<file path="src/rtl/dma_ofs_pkg.sv">
package dma_ofs_pkg;

  typedef enum logic [1:0] {
    ST_IDLE = 2'd0,
    ST_RD   = 2'd1,
    ST_WR   = 2'd2
  } seq_st_e;

  typedef struct packed {
    logic [31:0] ptr;
    logic [31:0] origin;
  } walk_t;

  // Next position of an address walker after one element.
  function automatic walk_t walk_next(input logic [31:0] ptr,
                                     input logic [31:0] origin,
                                     input logic [31:0] elem_step,
                                     input logic [31:0] row_step,
                                     input logic        row_end);
    walk_t w;
    if (row_end) begin
      w.origin = origin + row_step;
      w.ptr    = origin + row_step;
    end else begin
      w.origin = origin;
      w.ptr    = ptr + elem_step;
    end
    return w;
  endfunction

endpackage

</file>
<file path="src/rtl/dma_ofs_cfg.sv">
module dma_ofs_cfg #(
  parameter int AW    = 16,
  parameter int CNT_W = 8
) (
  input  logic             clk,
  input  logic             rst_n,
  input  logic             cfg_we,
  input  logic [2:0]       cfg_sel,
  input  logic [31:0]      cfg_wdata,
  output logic             ld_src,
  output logic             ld_dst,
  output logic [AW-1:0]    wr_val,
  output logic [AW-1:0]    src_estep,
  output logic [AW-1:0]    dst_estep,
  output logic [AW-1:0]    src_rstep,
  output logic [AW-1:0]    dst_rstep,
  output logic [CNT_W-1:0] cols_m1,
  output logic [CNT_W-1:0] rows_m1,
  output logic [CNT_W-1:0] blk_m1,
  output logic             clr_done
);
  localparam int RowLsb = 16;

  assign wr_val   = cfg_wdata[AW-1:0];
  assign ld_src   = cfg_we && (cfg_sel == 3'd0);
  assign ld_dst   = cfg_we && (cfg_sel == 3'd1);
  assign clr_done = cfg_we && (cfg_sel == 3'd7) && cfg_wdata[31];

  always_ff @(posedge clk or negedge rst_n) begin
    if (!rst_n) begin
      src_estep <= '0;
      dst_estep <= '0;
      src_rstep <= '0;
      dst_rstep <= '0;
      cols_m1   <= '0;
      rows_m1   <= '0;
      blk_m1    <= '0;
    end else if (cfg_we) begin
      case (cfg_sel)
        3'd2: src_estep <= cfg_wdata[AW-1:0];
        3'd3: dst_estep <= cfg_wdata[AW-1:0];
        3'd4: src_rstep <= cfg_wdata[AW-1:0];
        3'd5: dst_rstep <= cfg_wdata[AW-1:0];
        3'd6: begin
          cols_m1 <= cfg_wdata[CNT_W-1:0];
          rows_m1 <= cfg_wdata[RowLsb +: CNT_W];
        end
        3'd7: blk_m1 <= cfg_wdata[CNT_W-1:0];
        default: ;
      endcase
    end
  end

endmodule

</file>
<file path="src/rtl/dma_ofs_agen.sv">
module dma_ofs_agen
  import dma_ofs_pkg::*;
#(
  parameter int AW = 16
) (
  input  logic          clk,
  input  logic          rst_n,
  input  logic          load,
  input  logic [AW-1:0] base,
  input  logic          adv,
  input  logic          row_end,
  input  logic [AW-1:0] elem_step,
  input  logic [AW-1:0] row_step,
  output logic [AW-1:0] addr
);
  logic [AW-1:0] ptr_q;
  logic [AW-1:0] origin_q;
  walk_t         nx;

  always_comb nx = walk_next(32'(ptr_q), 32'(origin_q),
                             32'(elem_step), 32'(row_step), row_end);

  always_ff @(posedge clk or negedge rst_n) begin
    if (!rst_n) begin
      ptr_q    <= '0;
      origin_q <= '0;
    end else if (load) begin
      ptr_q    <= base;
      origin_q <= base;
    end else if (adv) begin
      ptr_q    <= nx.ptr[AW-1:0];
      origin_q <= nx.origin[AW-1:0];
    end
  end

  assign addr = ptr_q;

  a_r3_elem_step: assert property (@(posedge clk) disable iff (!rst_n)
    (adv && !row_end && !load) |=> (addr == AW'($past(addr) + $past(elem_step))));

  a_r4_row_step: assert property (@(posedge clk) disable iff (!rst_n)
    (adv && row_end && !load) |=> (addr == AW'($past(origin_q) + $past(row_step))));

  a_r5_load: assert property (@(posedge clk) disable iff (!rst_n)
    load |=> (addr == $past(base)));

endmodule

</file>
<file path="src/rtl/dma_ofs_seq.sv">
module dma_ofs_seq
  import dma_ofs_pkg::*;
#(
  parameter int CNT_W = 8,
  parameter int PW    = 4
) (
  input  logic             clk,
  input  logic             rst_n,
  input  logic             trig,
  input  logic [CNT_W-1:0] cols_m1,
  input  logic [CNT_W-1:0] rows_m1,
  input  logic [CNT_W-1:0] blk_m1,
  input  logic             clr_done,
  input  logic             mem_ready,
  input  logic [31:0]      mem_rdata,
  output logic             mem_req,
  output logic             mem_we,
  output logic [31:0]      wdata,
  output logic             adv,
  output logic             row_end,
  output logic             done
);
  localparam logic [PW-1:0] PendMax = {PW{1'b1}};

  seq_st_e          st_q;
  logic [PW-1:0]    pend_q;
  logic [CNT_W-1:0] col_q, row_q, blk_q;

  // named internal events
  logic start, rd_done, elem_done, last_row, blk_end, trig_take;

  assign start     = (st_q == ST_IDLE) && (pend_q != '0);
  assign rd_done   = (st_q == ST_RD) && mem_ready;
  assign elem_done = (st_q == ST_WR) && mem_ready;
  assign row_end   = (col_q == cols_m1);
  assign last_row  = (row_q == rows_m1);
  assign blk_end   = elem_done && row_end && last_row;
  assign trig_take = trig && (pend_q != PendMax);
  assign adv       = elem_done;

  assign mem_req = (st_q == ST_RD) || (st_q == ST_WR);
  assign mem_we  = (st_q == ST_WR);

  always_ff @(posedge clk or negedge rst_n) begin
    if (!rst_n) begin
      st_q   <= ST_IDLE;
      pend_q <= '0;
      col_q  <= '0;
      row_q  <= '0;
      blk_q  <= '0;
      wdata  <= '0;
      done   <= 1'b0;
    end else begin
      pend_q <= pend_q + PW'(trig_take) - PW'(start);
      case (st_q)
        ST_IDLE: if (start) begin
          st_q  <= ST_RD;
          col_q <= '0;
          row_q <= '0;
        end
        ST_RD: if (rd_done) begin
          wdata <= mem_rdata;
          st_q  <= ST_WR;
        end
        ST_WR: if (elem_done) begin
          st_q <= blk_end ? ST_IDLE : ST_RD;
          if (row_end) begin
            col_q <= '0;
            row_q <= row_q + 1'b1;
          end else begin
            col_q <= col_q + 1'b1;
          end
        end
        default: st_q <= ST_IDLE;
      endcase
      if (blk_end) begin
        blk_q <= (blk_q == blk_m1) ? '0 : blk_q + 1'b1;
      end
      if (blk_end && (blk_q == blk_m1)) done <= 1'b1;
      else if (clr_done)                done <= 1'b0;
    end
  end

  a_r2_read_then_write: assert property (@(posedge clk) disable iff (!rst_n)
    rd_done |=> (mem_req && mem_we));

  a_r2_write_data: assert property (@(posedge clk) disable iff (!rst_n)
    rd_done |=> (wdata == $past(mem_rdata)));

  a_r9_hold_req: assert property (@(posedge clk) disable iff (!rst_n)
    (mem_req && !mem_ready) |=> (mem_req && $stable(mem_we) && $stable(wdata)));

  a_r6_keep_trig: assert property (@(posedge clk) disable iff (!rst_n)
    (trig && st_q != ST_IDLE) |=> (pend_q != '0));

  a_r8_sticky: assert property (@(posedge clk) disable iff (!rst_n)
    (done && !clr_done) |=> done);

  a_r7_rise_on_block: assert property (@(posedge clk) disable iff (!rst_n)
    $rose(done) |-> $past(blk_end));

endmodule

</file>
<file path="src/rtl/dma_ofs_channel.sv">
module dma_ofs_channel #(
  parameter int AW    = 16,
  parameter int CNT_W = 8,
  parameter int PW    = 4
) (
  input  logic          clk,
  input  logic          rst_n,
  input  logic          cfg_we,
  input  logic [2:0]    cfg_sel,
  input  logic [31:0]   cfg_wdata,
  input  logic          trig,
  output logic          mem_req,
  output logic          mem_we,
  output logic [AW-1:0] mem_addr,
  output logic [31:0]   mem_wdata,
  input  logic          mem_ready,
  input  logic [31:0]   mem_rdata,
  output logic          irq
);
  logic             ld_src, ld_dst, clr_done, adv, row_end;
  logic [AW-1:0]    wr_val, src_estep, dst_estep, src_rstep, dst_rstep;
  logic [AW-1:0]    src_addr, dst_addr;
  logic [CNT_W-1:0] cols_m1, rows_m1, blk_m1;

  dma_ofs_cfg #(.AW(AW), .CNT_W(CNT_W)) u_cfg (
    .clk(clk), .rst_n(rst_n), .cfg_we(cfg_we), .cfg_sel(cfg_sel),
    .cfg_wdata(cfg_wdata), .ld_src(ld_src), .ld_dst(ld_dst), .wr_val(wr_val),
    .src_estep(src_estep), .dst_estep(dst_estep), .src_rstep(src_rstep),
    .dst_rstep(dst_rstep), .cols_m1(cols_m1), .rows_m1(rows_m1),
    .blk_m1(blk_m1), .clr_done(clr_done)
  );

  dma_ofs_agen #(.AW(AW)) u_src (
    .clk(clk), .rst_n(rst_n), .load(ld_src), .base(wr_val), .adv(adv),
    .row_end(row_end), .elem_step(src_estep), .row_step(src_rstep),
    .addr(src_addr)
  );

  dma_ofs_agen #(.AW(AW)) u_dst (
    .clk(clk), .rst_n(rst_n), .load(ld_dst), .base(wr_val), .adv(adv),
    .row_end(row_end), .elem_step(dst_estep), .row_step(dst_rstep),
    .addr(dst_addr)
  );

  dma_ofs_seq #(.CNT_W(CNT_W), .PW(PW)) u_seq (
    .clk(clk), .rst_n(rst_n), .trig(trig), .cols_m1(cols_m1),
    .rows_m1(rows_m1), .blk_m1(blk_m1), .clr_done(clr_done),
    .mem_ready(mem_ready), .mem_rdata(mem_rdata), .mem_req(mem_req),
    .mem_we(mem_we), .wdata(mem_wdata), .adv(adv), .row_end(row_end),
    .done(irq)
  );

  assign mem_addr = mem_we ? dst_addr : src_addr;

  a_r9_addr_stable: assert property (@(posedge clk) disable iff (!rst_n)
    (mem_req && !mem_ready && !cfg_we) |=> $stable(mem_addr));

endmodule

</file>
<file path="config.mk">
export PLATFORM = sky130hd
export DESIGN_NAME = dma_ofs_channel
export DESIGN_NICKNAME = d
export VERILOG_FILES = /design/src/rtl/dma_ofs_pkg.sv /design/src/rtl/dma_ofs_cfg.sv /design/src/rtl/dma_ofs_agen.sv /design/src/rtl/dma_ofs_seq.sv /design/src/rtl/dma_ofs_channel.sv
export SDC_FILE = /design/constraint.sdc
export NUM_CORES = 1
export LEC_CHECK = 0
export BUFFER_PORTS_ARGS = -buffer_cell sky130_fd_sc_hd__buf_2
export CORE_MARGIN = 4
export CORE_UTILIZATION = 30
export CTS_BUF_LIST = sky130_fd_sc_hd__clkbuf_16
export CTS_CLUSTER_DIAMETER = 100
export DETAILED_ROUTE_END_ITERATION = 7
export PLACE_DENSITY_LB_ADDON = 0.15
export RECOVER_POWER = 100
export SETUP_SLACK_MARGIN = 0.4
export SYNTH_ARGS = -nofsm -noshare
export SYNTH_HDL_FRONTEND = slang
export SYNTH_SLANG_ARGS = --single-unit
</file>
<file path="constraint.sdc">
create_clock -name clk -period 3.7 [get_ports clk]
set_input_delay 0.555 -clock clk [delete_from_list [all_inputs] [get_ports clk]]
set_output_delay 0.555 -clock clk [all_outputs]
set_load 0.02 [all_outputs]
</file>
==> results by group, run 1 <==
Setup path
  • Crit path DAT: 3630 ps
  • Crit path launch type: register
  • CP Capture Type: register
  • Required @ worst endpoint: 4180 ps
  • Worst reg2reg endpoint: u_seq.blk_q[7]
  • CP Class: register to register
  • Crit-path max FO: 12
  • Worst r2r src: u_seq.col_q[1]
  • Length in cells of the worst reg-to-reg path: 9
  • Flop-to-flop setup slack: 550 ps

Detailed routing
  • DRC: 0
  • Post-route ant nets: 0
  • Via Count: 8710
  • First-pass DRT Iterations: 4
  • DR iter-0 viols: 500
  • Wirelength per Cell: 17.8 um
  • Final wirelength: 31400 um
  • Via-per-instance ratio: 4.93

Flow run
  • Max Cap Viol: 2

Yosys
  • Post-synth EDFFs: 0
  • Cell Area, Synth: 12000 um^2
  • Yosys reg bits: 215
  • Sequential area share after synthesis: 0.448
  • Main synth FF type: dfrtp_1
  • Synthesized instance count: 1096
  • Syn Nets: 1247
  • Syn. warnings: 0
  • Async S/R FF share, synth: 1.00
  • Yosys cell types: 70
  • Mean Syn Cell Area: 10.9 um^2

CTS
  • Clk slew on worst S/H paths: 60 ps
  • CTS resizes: 0
  • CTS buffer count: 27
  • Clock latency on the worst-skew pair: 560 ps
  • H-tree Lvls: 1
  • Postcts setup bufs: 0
  • Clock Tree Buf Depth: 3
  • CTS tree: yes
  • Clock sinks: 215
  • Post-CTS Hold Buffers: 0
  • Root Buffer Master: clkbuf_16

Cells and area
  • Syn-to-layout area delta: 16.7%
  • Register area: 5380 um^2
  • Area of the multi-input gates: 6340 um^2
  • Nets: 1378
  • Layout cell share with drive strength beyond 1: 0.217
  • Fill cells: 3964

Place
  • PortBufs: 115
  • Routability cong.: 0.834
  • Detailed-placement wirelength estimate: 22800 um

Power and ir drop
  • Max IR drop VDD: 0.000367 V
  • Leak: 0.00634 uW
  • PwrDens: 795 nW/um^2

STA
  • Max-slew headroom: -0.817
  • Hold Fails Final Rpt: 0
  • Setup violations, final: 0
  • Final min period: 3150 ps
  • Max Slew Vio Count: 137
  • Setup TNS: 0 ps
  • Min Hold Slack: 223 ps
  • Fmax: 317 MHz
  • Unrepaired setup endpoints after global routing: false
  • Worst slew pin tran: 2730 ps
  • Tcrit/Tclk final: 0.851
  • Worst Clk Skew: 22.1 ps

Floorplan
  • Die area: 43300 um^2
  • Initial core utilization: 0.307
  • Top-Level Pins: 123
  • Row cnt: 72
  • Die X: 208 um
  • Core area: 39100 um^2
  • Height of the die: 208 um

Min path
  • Hold path endpoint: u_seq.wdata[3]
  • Min-delay worst type: input port to register
  • Hold depth: 2
  • Worst hold start: mem_rdata[3]

GRT
  • Initial antenna violation count: 1
  • Number of global-route vias before repair: 9040
  • First-pass GRT wire length: 50600 um
  • Global route overflow: 0
  • Total GRT Usage: 0.143
  • Largest net degree at the start of global routing: 105

Run status
  • Failing checks: max-capacitance violations, max-slew violations
  • Status: finished with violations
==> how the worst max path moves through the flow <==
stage,depth (start not counted),startpoint,endpoint,slack (ps)
3_5_place_dp,7,u_seq.st_q[0],u_dst.addr[15],720
3_3_place_gp,7,u_seq.st_q[0],u_dst.addr[15],750
6_report,9,u_seq.col_q[1],u_seq.blk_q[7],550
2_1_floorplan,10,u_cfg.dst_rstep[0],u_dst.addr[12],1160
4_1_cts,5,u_seq.st_q[0],mem_addr[5],610
5_1_grt,9,u_seq.col_q[1],u_seq.blk_q[7],240
==> layer usage <==
layer	global-route usage	part of all wire
met2	0.233	0.46
met3	0.0182	0.029
met5	0	0
met1	0.202	0.49
met4	0.0365	0.021
==> power breakdown <==
part / switching, uW / total, uW / internal (uW)
Combinational: 2760 / 4970 / 2210
Clock: 1050 / 2580 / 1530
Sequential: 514 / 3590 / 3070
Total: 4320 / 11100 / 6810
==> worst max-delay path: stages (launching register included) <==
cell and delay, ps:
dfrtp_1 430, xor2_1 160, nor4_1 760, nand2_2 60
buf_4 240, nor2_2 440, nand3_1 500, nor2_1 220
mux2i_1 90, o21ai_0 150
==> area by class of cell <==
class,instances,area share
repair buffers,135,0.0468
clock inverters,22,0.0134
clock buffers,27,0.0482
flip-flops and latches,215,0.384
multi-input cells,817,0.453
well taps,518,0.0463
inverters,31,0.00831
diodes,1,0.000179
==> per-stage QoR <==
step           power (uW)  setup slack [ps]  instances  instance area, um^2   util
4_1_cts             11400               612       1765                14100  0.362
3_3_place_gp         8670               753       1716                13300  0.340
5_1_grt             12000               245       1766                14000  0.358
6_report            11100               550       1766                14000  0.358
2_1_floorplan        7380              1160       1096                12000      -
3_5_place_dp         8720               720       1716                13300  0.340
==> cell usage after synthesis (4+ instances only) <==
master	instances	area share
nor2_1	74	0.023
nand2b_1	6	0.0031
xnor2_1	50	0.037
o21ai_1	20	0.0083
a221o_1	13	0.011
and2_1	4	0.0021
o21bai_1	9	0.0056
clkbuf_1	24	0.0075
nor2b_1	8	0.0042
a21oi_1	62	0.026
fa_1	5	0.0083
and3_1	10	0.0052
a211o_1	4	0.0029
nor4_1	5	0.0026
nand4_1	12	0.0063
nand2_1	80	0.025
buf_1	6	0.0019
o31ai_1	5	0.0031
nor3_1	12	0.0050
ha_1	74	0.077
o21a_1	5	0.0031
a22oi_1	8	0.0050
o21ai_0	28	0.012
or3_1	8	0.0042
nand3_1	21	0.0088
o211ai_1	5	0.0031
a31oi_1	14	0.0073
a21o_1	31	0.019
dfrtp_1	215	0.45
inv_1	31	0.0097
xor2_1	39	0.028
mux2_2	136	0.13
a211oi_1	5	0.0031
a22o_1	8	0.0058
==> sequential cells by signal, summed over array words and instances (netlist names) <==
register         count
u_cfg.cols_m1        8
u_seq.blk_q          8
u_cfg.src_rstep     16
u_src.addr          16
u_cfg.dst_rstep     16
u_src.origin_q      16
u_seq.col_q          8
u_cfg.src_estep     16
u_seq.done           1
u_seq.st_q           2
u_seq.pend_q         4
u_seq.wdata         32
u_seq.row_q          8
u_dst.origin_q      16
u_cfg.blk_m1         8
u_cfg.dst_estep     16
u_cfg.rows_m1        8
u_dst.addr          16
==> cells by family after synthesis <==
group	after synthesis	synth area share
buffers and inverters	64	0.0203
AO/OA/AOI/OAI	254	0.148
multiplexers	138	0.129
XOR/XNOR	89	0.0650
flip-flops	215	0.448
adder cells (fa/ha/maj)	79	0.0855
AND/OR/NAND/NOR	257	0.103
==> placed cells by master (no fill, tap or decap), drive strengths merged, types with 9 or more instances in the layout <==
cell type,n
o21ai,48
a221o,13
nand4,13
a22oi,9
clkinv,11
inv,39
xor2,39
a21oi,64
nand2,81
a31oi,14
nor3,12
nand3,21
xnor2,50
buf,83
o21bai,9
nor2,76
dfrtp,215
clkbuf,79
ha,74
mux2,136
and3,10
a21o,31
Note: power is estimated with default switching activity, not from simulation.
==> run 2, diff against run 1 <==
CORE_MARGIN = 2   (was 4)
==> run 2 against run 1 <==
- the run still ends with max-capacitance violations, max-slew violations left
- clock power barely moved
- sequential cell count unchanged
- cell count grew 0.17%
- clock skew shrank 15 ps
- critical path type unchanged
- worst hold slack improved by 22 ps
- register-to-register slack about the same
==> results by group, run 2 (synthesis results as in run 1) <==
Floorplan
  • Row cnt: 73 (+1.4%)
  • Initial core utilization: 0.303 (-0.00420)
  • Top-Level Pins: 123 (unchanged)
  • Height of the die: 204 um (-1.9%)
  • Core area: 39600 um^2 (+1.4%)
  • Die X: 204 um (-1.9%)
  • Die area: 41600 um^2 (-3.8%)

Setup path
  • Required @ worst endpoint: 4160 ps (-20 ps)
  • Crit. Startpoint: u_seq.st_q[0]
  • Critical path buffers and inverters: 2 (+1)
  • Crit path launch type: register
  • Worst setup path endpoint: u_seq.row_q[7]
  • CP Capture Type: register
  • Crit path DAT: 3600 ps (-30 ps)
  • Worst r2r src: u_seq.st_q[0]
  • Crit path max-delay family: compound AO/OA/AOI/OAI gates
  • Worst reg2reg endpoint: u_seq.row_q[7]
  • CP Class: register to register
  • Length in cells of the worst reg-to-reg path: 10 (+1)
  • CP max stage delay: 470 ps (-290 ps)
  • Critical Path Slowest Stage Cell: clkbuf_1
  • WP depth: 10 (+1)
  • Sequence of cells on the critical path: inv_1 > ha_1 > nor2b_1 > a21oi_1 > o21ai_0 > a21oi_2 > clkbuf_1 > nand4_1 > or3_1 > a21oi_1
  • Flop-to-flop setup slack: 560 ps (about the same)
  • Crit path top cell by count: a21oi_1
  • Crit-path max FO: 14 (+2)

STA
  • Hold Fails Final Rpt: 0 (unchanged)
  • Unrepaired setup endpoints after global routing: false
  • Worst Clk Skew: 6.95 ps (-15.1 ps)
  • Max Slew Vio Count: 144 (+5.1%)
  • Max-slew headroom: -0.952 (-0.136)
  • Fmax: 319 MHz (+0.33%)
  • Min Hold Slack: 246 ps (+22.3 ps)
  • Worst slew pin tran: 2930 ps (+204 ps)
  • Final min period: 3140 ps (-10.4 ps)
  • Tcrit/Tclk final: 0.849 (-0.00280)
  • Setup TNS: 0 ps (unchanged)
  • Setup violations, final: 0 (unchanged)

Detailed routing
  • First-pass DRT Iterations: 4 (unchanged)
  • Via-per-instance ratio: 4.88 (-1.0%)
  • DRC: 0 (unchanged)
  • Post-route ant nets: 0 (unchanged)
  • DR iter-0 viols: 348 (-30%)
  • Wirelength per Cell: 17.6 um (-0.93%)
  • Final wirelength: 31100 um (-0.76%)
  • Via Count: 8635 (-0.86%)

Flow run
  • Max Cap Viol: 2 (unchanged)

Power and ir drop
  • PwrDens: 798 nW/um^2 (+0.31%)
  • Leak: 0.00631 uW (-0.52%)
  • Max IR drop VDD: 0.000341 V (-7.0%)

GRT
  • Largest net degree at the start of global routing: 112 (+6.7%)
  • Initial antenna violation count: 0 (-1)
  • First-pass GRT wire length: 50200 um (-0.83%)
  • Number of global-route vias before repair: 8914 (-1.4%)
  • Global route overflow: 0 (unchanged)
  • Total GRT Usage: 0.152 (+0.00966)

Cells and area
  • Syn-to-layout area delta: 16.8% (about the same)
  • Fill cells: 4037 (+1.8%)
  • Most common cell after layout, fill and taps aside: dfrtp_1
  • Most frequent cells in the layout: dfrtp_1 (215), mux2_2 (127), nand2_1 (80)
  • Finished Core Util: 0.353 (-0.00478)
  • # diodes: 0 (-1)
  • Max reg flops: 32 (unchanged)
  • Layout cell share with drive strength beyond 1: 0.213 (-0.00430)
  • Nets: 1377 (-0.073%)
  • Top reg by flops: u_seq.wdata

CTS
  • Clk slew on worst S/H paths: 60 ps (about the same)
  • Clock sinks: 215 (unchanged)
  • Postcts setup bufs: 0 (unchanged)
  • H-tree Lvls: 1 (unchanged)
  • Clock latency on the worst-skew pair: 540 ps (-20 ps)
  • CTS buffer count: 27 (unchanged)
  • Post-CTS Hold Buffers: 0 (unchanged)
  • Clock Tree Buf Depth: 3 (unchanged)
  • CTS tree: yes
  • Root Buffer Master: clkbuf_16
  • CTS resizes: 0 (unchanged)

Run status
  • Failing checks: max-capacitance violations, max-slew violations
  • Status: finished with violations

Place
  • PortBufs: 115 (unchanged)
  • Detailed-placement wirelength estimate: 22500 um (-1.2%)
  • Routability cong.: 0.834 (about the same)

Min path
  • Min-delay worst type: input port to register
-- run 2: cell count changes in the layout (fill, tap and decap cells not counted), moves of 2 or more --
cell	previous run	this run
nor2_1	74	76
clkbuf_1	48	51
inv_1	38	35
clkinv_2	8	5
nor2_2	2	0
clkinv_1	3	7
buf_4	10	8
-- run 2: power breakdown --
part / internal, uW / switching, uW / leakage, uW
combinational: 2200 / 2770 / 0.00324
clock: 1590 / 1030 / 0.000441
sequential: 3070 / 517 / 0.00263
total: 6860 / 4320 / 0.00631
-- run 2: per-stage QoR --
stage / cell area, um^2 / total power, uW / setup WS, ps / cells
floorplan: 12000 / 7380 / 1160 / 1096
global placement: 13300 / 8670 / 811 / 1722
detailed placement: 13300 / 8720 / 738 / 1722
CTS: 14100 / 11400 / 697 / 1769
global route: 14000 / 12100 / 280 / 1769
finish: 14000 / 11200 / 560 / 1769
-- run 2: final cells by class --
type,instances,area (um^2),area share
Clock inverter,20,186,0.0133
Clock buffer,27,676,0.0482
Tap cell,525,657,0.0469
Multi-Input combinational cell,817,6350,0.453
Timing Repair Buffer,134,642,0.0458
Inverter,31,116,0.00831
Sequential cell,215,5380,0.384
-- run 2: worst min-delay path by stage --
stage                                 start                 to  slack, ps  cells after the start
after CTS                             rst_n    u_seq.wdata[25]        120                      1
after global placement    u_dst.origin_q[0]  u_dst.origin_q[0]        460                      1
after detailed placement  u_dst.origin_q[0]  u_dst.origin_q[0]        470                      1
after floorplan                       rst_n    u_cfg.blk_m1[0]        260                      0
final                         mem_rdata[16]    u_seq.wdata[16]        250                      2
after global routing          mem_rdata[18]    u_seq.wdata[18]        220                      2
-- run 2: worst reg2reg max path, delay by kind of cell, from the launching register on --
family | cells | cell delay [ps]
flops | 1 | 420
buf+inv | 2 | 560
fa+ha+maj | 1 | 310
simple gates | 3 | 870
compound gates | 4 | 920
-- run 2: per-layer routing --
layer	GRT usage	up-vias	wire length (um)
li1	-	4254	-
met1	0.210	4208	14800
met2	0.251	131	14600
met3	0.0225	42	1080
met4	0.0383	0	710
met5	0	-	0
